==> src/rtl/dmsimd_pkg.sv <==
package dmsimd_pkg;

    typedef enum logic [3:0] {
        OP_ADD   = 4'h0,
        OP_SUB   = 4'h1,
        OP_AND   = 4'h2,
        OP_OR    = 4'h3,
        OP_XOR   = 4'h4,
        OP_SHIFT = 4'h5,
        OP_BSET  = 4'h8,
        OP_BCLR  = 4'h9,
        OP_BTGL  = 4'hA,
        OP_BTST  = 4'hB
    } alu_op_e;

    typedef enum logic [1:0] {
        MODE_NARROW = 2'd0,
        MODE_WIDE   = 2'd1,
        MODE_DUAL   = 2'd2
    } alu_mode_e;

    // bit-unit sub-operation, taken from the low opcode bits
    typedef enum logic [1:0] {
        BIT_SET = 2'd0,
        BIT_CLR = 2'd1,
        BIT_TGL = 2'd2,
        BIT_TST = 2'd3
    } bit_sub_e;

endpackage

==> src/rtl/lane_addsub.sv <==
module lane_addsub #(
    parameter int W = 16
) (
    input  logic [W-1:0] a,
    input  logic [W-1:0] b,
    input  logic         sub,
    input  logic         cin,
    output logic [W-1:0] sum,
    output logic         cout,
    output logic         ovf
);
    logic [W-1:0] b_eff;

    always_comb begin
        b_eff       = sub ? ~b : b;
        {cout, sum} = {1'b0, a} + {1'b0, b_eff} + {{W{1'b0}}, cin};
        ovf         = (a[W-1] == b_eff[W-1]) && (sum[W-1] != a[W-1]);
    end
endmodule

==> src/rtl/simd_shifter.sv <==
module simd_shifter import dmsimd_pkg::*; #(
    parameter  int LANE_W = 16,
    localparam int WORD_W = 2 * LANE_W,
    localparam int SH_W   = $clog2(WORD_W) + 1
) (
    input  logic [1:0]        mode,
    input  logic [WORD_W-1:0] din,
    input  logic [SH_W-1:0]   amt,
    output logic [WORD_W-1:0] dout,
    output logic              out_of_range
);
    logic              neg;
    logic [SH_W-1:0]   mag;
    logic [WORD_W-1:0] wide_res;
    logic [WORD_W-1:0] lane_res;

    assign neg = amt[SH_W-1];
    assign mag = neg ? (~amt + 1'b1) : amt;

    assign wide_res = neg ? WORD_W'($signed(din) >>> mag) : (din << mag);

    for (genvar g = 0; g < 2; g++) begin : g_lane
        logic [LANE_W-1:0] lane_in;
        assign lane_in = din[g*LANE_W +: LANE_W];
        assign lane_res[g*LANE_W +: LANE_W] =
            neg ? LANE_W'($signed(lane_in) >>> mag) : (lane_in << mag);
    end

    always_comb begin
        unique case (mode)
            MODE_WIDE: begin
                dout         = wide_res;
                out_of_range = (mag > SH_W'(WORD_W - 1));
            end
            MODE_DUAL: begin
                dout         = lane_res;
                out_of_range = (mag > SH_W'(LANE_W - 1));
            end
            default: begin
                dout         = {{LANE_W{1'b0}}, lane_res[LANE_W-1:0]};
                out_of_range = (mag > SH_W'(LANE_W - 1));
            end
        endcase
    end


    always_comb begin
        if (!out_of_range && amt == '0) begin
            zero_shift_chk: assert (dout[LANE_W-1:0] == din[LANE_W-1:0]);
        end
    end
endmodule

==> src/rtl/bit_unit.sv <==
module bit_unit import dmsimd_pkg::*; #(
    parameter  int LANE_W = 16,
    localparam int IDX_W  = $clog2(LANE_W)
) (
    input  logic [1:0]        sub_op,
    input  logic [LANE_W-1:0] din,
    input  logic [IDX_W-1:0]  idx,
    output logic [LANE_W-1:0] dout,
    output logic              tbit
);
    logic [LANE_W-1:0] mask;

    always_comb begin
        mask = {{(LANE_W-1){1'b0}}, 1'b1} << idx;
        tbit = 1'b0;
        unique case (sub_op)
            BIT_SET: dout = din | mask;
            BIT_CLR: dout = din & ~mask;
            BIT_TGL: dout = din ^ mask;
            default: begin
                dout = din;
                tbit = |(din & mask);
            end
        endcase
    end
endmodule

==> src/rtl/dmsimd_alu.sv <==
module dmsimd_alu import dmsimd_pkg::*; #(
    parameter  int LANE_W = 16,
    localparam int WORD_W = 2 * LANE_W,
    localparam int SH_W   = $clog2(WORD_W) + 1,
    localparam int IDX_W  = $clog2(LANE_W)
) (
    input  logic              clk,
    input  logic              rst_n,
    input  logic              in_valid,
    input  logic [3:0]        op,
    input  logic [1:0]        mode,
    input  logic [LANE_W-1:0] a_odd,
    input  logic [LANE_W-1:0] a_even,
    input  logic [LANE_W-1:0] b_odd,
    input  logic [LANE_W-1:0] b_even,
    input  logic              use_imm,
    input  logic [LANE_W-1:0] imm,
    input  logic [SH_W-1:0]   shamt,
    output logic              out_valid,
    output logic [WORD_W-1:0] result,
    output logic              flag_z,
    output logic              flag_n,
    output logic [1:0]        flag_c,
    output logic [1:0]        flag_v,
    output logic              flag_t,
    output logic              illegal
);
    logic [WORD_W-1:0] a_w, b_w, sum_w, shf_w, raw_w, res_c;
    logic [LANE_W-1:0] bit_res;
    logic              bit_t, shf_bad;
    logic              sub_op, cin_lo, cin_hi;
    logic [1:0]        lane_c, lane_v;
    logic [1:0]        c_c, v_c;
    logic              t_c, z_c, n_c, ill_c;

    // operand assembly: odd register is the upper half
    always_comb begin
        a_w = {a_odd, a_even};
        if (!use_imm)
            b_w = {b_odd, b_even};
        else if (mode == MODE_DUAL)
            b_w = {imm, imm};
        else
            b_w = {{LANE_W{imm[LANE_W-1]}}, imm};
    end

    assign sub_op = (op == OP_SUB);
    assign cin_lo = sub_op;
    assign cin_hi = (mode == MODE_WIDE) ? lane_c[0] : sub_op;

    for (genvar g = 0; g < 2; g++) begin : g_add
        lane_addsub #(.W(LANE_W)) u_lane (
            .a    (a_w[g*LANE_W +: LANE_W]),
            .b    (b_w[g*LANE_W +: LANE_W]),
            .sub  (sub_op),
            .cin  ((g == 0) ? cin_lo : cin_hi),
            .sum  (sum_w[g*LANE_W +: LANE_W]),
            .cout (lane_c[g]),
            .ovf  (lane_v[g])
        );
    end

    simd_shifter #(.LANE_W(LANE_W)) u_shift (
        .mode         (mode),
        .din          (a_w),
        .amt          (shamt),
        .dout         (shf_w),
        .out_of_range (shf_bad)
    );

    bit_unit #(.LANE_W(LANE_W)) u_bits (
        .sub_op (op[1:0]),
        .din    (a_even),
        .idx    (shamt[IDX_W-1:0]),
        .dout   (bit_res),
        .tbit   (bit_t)
    );

    // result select, legality and flags
    always_comb begin
        raw_w = '0;
        c_c   = '0;
        v_c   = '0;
        t_c   = 1'b0;
        ill_c = 1'b0;
        case (op)
            OP_ADD, OP_SUB: begin
                raw_w = sum_w;
                unique case (mode)
                    MODE_WIDE: begin c_c[0] = lane_c[1]; v_c[0] = lane_v[1]; end
                    MODE_DUAL: begin c_c = lane_c; v_c = lane_v; end
                    default:   begin c_c[0] = lane_c[0]; v_c[0] = lane_v[0]; end
                endcase
            end
            OP_AND:   raw_w = a_w & b_w;
            OP_OR:    raw_w = a_w | b_w;
            OP_XOR:   raw_w = a_w ^ b_w;
            OP_SHIFT: begin
                raw_w = shf_w;
                ill_c = shf_bad;
            end
            OP_BSET, OP_BCLR, OP_BTGL, OP_BTST: begin
                raw_w = {{LANE_W{1'b0}}, bit_res};
                t_c   = bit_t;
                ill_c = (mode != MODE_NARROW);
            end
            default: ill_c = 1'b1;
        endcase
        if (mode == 2'd3)
            ill_c = 1'b1;

        res_c = (mode == MODE_NARROW) ? {{LANE_W{1'b0}}, raw_w[LANE_W-1:0]} : raw_w;
        if (ill_c) begin
            res_c = '0;
            c_c   = '0;
            v_c   = '0;
            t_c   = 1'b0;
        end
        z_c = !ill_c && (res_c == '0);
        n_c = (mode == MODE_NARROW) ? res_c[LANE_W-1] : res_c[WORD_W-1];
    end

    // registered output stage
    always_ff @(posedge clk or negedge rst_n) begin
        if (!rst_n) begin
            out_valid <= 1'b0;
            result    <= '0;
            flag_z    <= 1'b0;
            flag_n    <= 1'b0;
            flag_c    <= '0;
            flag_v    <= '0;
            flag_t    <= 1'b0;
            illegal   <= 1'b0;
        end else begin
            out_valid <= in_valid;
            if (in_valid) begin
                result  <= res_c;
                flag_z  <= z_c;
                flag_n  <= n_c;
                flag_c  <= c_c;
                flag_v  <= v_c;
                flag_t  <= t_c;
                illegal <= ill_c;
            end
        end
    end


    valid_follow_chk: assert property (@(posedge clk) disable iff (!rst_n)
        in_valid |=> out_valid);


    illegal_quiet_chk: assert property (@(posedge clk) disable iff (!rst_n)
        (out_valid && illegal) |->
        (result == '0 && !flag_z && !flag_n && flag_c == 2'b00 && flag_v == 2'b00 && !flag_t));


    btst_keeps_data_chk: assert property (@(posedge clk) disable iff (!rst_n)
        (in_valid && op == OP_BTST && mode == MODE_NARROW) |=>
        (result == {{LANE_W{1'b0}}, $past(a_even)} && !illegal));


    narrow_upper_zero_chk: assert property (@(posedge clk) disable iff (!rst_n)
        (in_valid && mode == MODE_NARROW) |=> (result[WORD_W-1:LANE_W] == '0));


    scalar_flag_hi_chk: assert property (@(posedge clk) disable iff (!rst_n)
        (in_valid && mode != MODE_DUAL) |=> (!flag_c[1] && !flag_v[1]));
endmodule

==> config.mk <==
export PLATFORM = sky130hd
export DESIGN_NAME = dmsimd_alu
export DESIGN_NICKNAME = d
export VERILOG_FILES = /design/src/rtl/dmsimd_pkg.sv /design/src/rtl/lane_addsub.sv /design/src/rtl/simd_shifter.sv /design/src/rtl/bit_unit.sv /design/src/rtl/dmsimd_alu.sv
export SDC_FILE = /design/constraint.sdc
export NUM_CORES = 1
export LEC_CHECK = 0
export BUFFER_PORTS_ARGS = -buffer_cell sky130_fd_sc_hd__buf_4
export CAP_MARGIN = 15
export CORE_MARGIN = 1.5
export CORE_UTILIZATION = 35
export DETAILED_ROUTE_END_ITERATION = 7
export PLACE_DENSITY = 0.49
export SLEW_MARGIN = 20
export SYNTH_ARGS = -nofsm -noshare
export SYNTH_HDL_FRONTEND = slang
export SYNTH_SLANG_ARGS = --single-unit
==> constraint.sdc <==
create_clock -name clk -period 1 [get_ports clk]
set_input_delay 0.1 -clock clk [delete_from_list [all_inputs] [get_ports clk]]
set_output_delay 0.1 -clock clk [all_outputs]
set_load 0.02 [all_outputs]
==> results.ini <==
[status]
outcome = finished, violations left
violations = setup timing

[grt]
grtUsageTotal_pct = 40.88
gr-total-overflow = 0
grt_pass1_wl_um = 118600
grt_pass1_vias = 17928
grt_start_max_net_pins = 49
antenna_found_initial = 3

[clock_network]
cts_made_buffers = 5
cts_root_buf = clkbuf_16
clkSlewWorstSetupHoldPaths_ns = 0.06
clockBufferDepth = 2
cts_tree = built
numClockSinks = 41
htreeDepth = 2
clock_latency_ns = 0.29

[finish]
drive_gt1_share_pct = 48.07
fin_nets = 2794
final_cells = 3056
syn_to_final_growth_pct = 67.59

[synthesis]
syn_area_mm2 = 0.01355
seq_area_frac_synth_pct = 7.570
yosys.cell_count.top_type = nand2_1
netlist_top_cells_count = nand2_1, ha_1, a21oi_1
synth_cell_types = 98
synth.net_count = 2037
synthFlopType = dfrtp_1
synth_edf_count = 0
syn_avg_cell_area_um2 = 7.588
yosysTopAreaCell = ha_1
yosysTopAreaCellShare_pct = 14.03
async_reset_ff_share_pct = 100.0
ys_warn_count = 0
syn_inst = 1786
synthTopCellsByArea = ha_1, mux2i_1, dfrtp_1, a21oi_1, mux4_2
ys_ff_latch = 41

[drt]
firstDrtPassIters = 6
routed_wl_um = 83510
drtAntennaViolNets = 0
routed_via_density = 6.002
drc = 0
drtIter0Drc = 2105
wl_per_cell_um = 27.33
via_count = 18342

[critical_path]
crit_path_max_incr_delay_ns = 0.30
worstPathArrival_ns = 5.57
worstPathRequired_ns = 1.20
crit_type = in2reg
crit_path_max_fanout = 5
critPathLaunchType = input port
crit_top_cell = buf_6
cpMaxStageDelayCell = ha_1
endpoint_kind = flip-flop

[timing]
finalClockSkew_ns = 0
finalWorstSetupSlack_ns = -4.374
max-slew-margin-rel_pct = 35.93
setup_viol = 40
min_period_over_period_pct = 537.4
worst_pin_slew_ns = 0.9368
rsz0062_at_grt = true
hold_viol_final = 0
final.min_clock_period_ns = 5.374
fmax_mhz = 186.1
maxSlewViolCount = 0

[power_and_ir_drop]
power.switching_w = 0.009126
power_frac_comb_pct = 80.6
p_per_area_mw_per_mm2 = 861.1
sw_frac_of_total_pct = 46.66
p_int_w = 0.01043
clkPwrFrac_pct = 10.1
p_leak_nw = 10.65
vdd_drop_max_mv = 0.6608
seqPwrFrac_pct = 9.3

[worst_hold_path]
hold_path_class = in2reg

[floorplanning]
start_util_pct = 35.73
core_mm2 = 0.03793
die_y_um = 199.8
die-area_mm2 = 0.03991
boundaryPins = 137
num_rows = 71
die_x_um = 199.8

[run]
maxCapViolCount = 0

[placement]
io_buffers = 136
place_ws_ns = -4.709
place_congestion = 1.042
dp.cells = 2943
dp.final_hpwl_um = 66580

==> layer usage <==
layer	share of wire [%]	GRT usage [%]	routed length (µm)	vias to the layer above
met3	9.5	8.703	7923	229
li1	-	-	-	8194
met1	41	53.85	34440	8885
met2	43	62.37	35880	1034
met4	6.3	21.89	5264	0
met5	0	0	0	-
==> final timing paths <==
path / slack (ns) / depth (start not counted) / startpoint / end
setup / recovery: -4.37 / 40 / op[3] / flag_z$_DFFE_PN0P_
hold / removal: 0.27 / 3 / in_valid / result[28]$_DFFE_PN0P_
setup reg to reg: 0.17 / 2 / result[21]$_DFFE_PN0P_ / result[21]$_DFFE_PN0P_
hold reg to reg: 0.49 / 1 / result[0]$_DFFE_PN0P_ / result[0]$_DFFE_PN0P_
max in group asynchronous: 0.28 / 2 / rst_n / flag_t$_DFFE_PN0P_
min in group asynchronous: 0.33 / 2 / rst_n / result[23]$_DFFE_PN0P_
==> kinds of logic after synthesis <==
family          count (synthesis)  share of synthesized area [%]
mux                           229                          20.56
flops                          41                          7.570
buf+inv                       281                          9.084
compound gates                582                          29.08
xor+xnor                       58                          3.804
fa+ha+maj                     155                          14.48
simple gates                  440                          15.43
==> sequential cells by signal (all words and copies together), names as in the netlist <==
signal / cells
flag_v: 2
out_valid: 1
flag_z: 1
illegal: 1
result: 32
flag_n: 1
flag_t: 1
flag_c: 2
==> power by group through the flow <==
stage | registers [W] | logic [W] | clock network (W)
detailed placement | 0.00185 | 0.0131 | 0
finish | 0.00182 | 0.0158 | 0.00197
CTS | 0.00182 | 0.0144 | 0.00198
floorplan | 0.00196 | 0.00636 | 0
global placement | 0.00184 | 0.0131 | 0
global route | 0.00183 | 0.0165 | 0.00206
==> through the flow <==
step	TNS, ns	hold WS [ns]	area, µm²	util, %	total power [W]
2_1_floorplan	-105.16	-0.1956	14050	-	0.008322
3_3_place_gp	-122.33	0.1049	20070	52.90	0.01490
3_5_place_dp	-125.36	0.1179	20070	52.90	0.01497
4_1_cts	-109.60	0.2696	21710	57.24	0.01820
5_1_grt	-118.28	0.2835	22710	59.87	0.02035
6_report	-113.52	0.2721	22710	59.88	0.01956
==> timing repair <==
item / in CTS / in global routing
hold buffers: 1 / 0
resized for setup: 183 / 156
pin swaps: 51 / 86
buffers inserted: 73 / 55
setup endpoints to repair: 40 / 40
gates cloned: 3 / 1
hold endpoints to repair: 41 / 0
==> final cells by class <==
class,count,area [µm²]
clock inverter,2,37.54
clock buffer,6,138.9
multi-input combinational,1465,12870
antenna,1,2.502
sequential,41,1026
inverter,133,515.5
timing repair buffer,897,7487
tap,511,639.4
fill,3504,15220
==> worst max-delay path, delay by kind of cell <==
| kind | cells | cell delay [ns] |
|---|---|---|
| buf+inv | 26 | 2.85 |
| compound gates | 5 | 1.10 |
| simple gates | 6 | 1.00 |
| fa+ha+maj | 1 | 0.30 |
| xor+xnor | 2 | 0.16 |
==> cell usage in the layout, fill, tap and decap left out, drive strengths merged, types with 9 or more instances in the layout <==
master / count
mux2i: 140
o22ai: 23
nand4: 9
nand2b: 13
inv: 128
a222oi: 16
nand2: 161
buf: 894
mux4: 33
nor2b: 13
a22oi: 15
a2111oi: 10
a221oi: 20
mux2: 57
nor2: 120
a211oi: 43
nor4: 12
o31ai: 19
dfrtp: 41
nor3: 30
and2: 11
a21o: 15
nand3: 26
o21ai: 103
o2111ai: 9
ha: 152
a31oi: 32
xor2: 10
o211ai: 22
a21oi: 151
xnor2: 48
No activity file was read; power rests on OpenSTA's default activity.
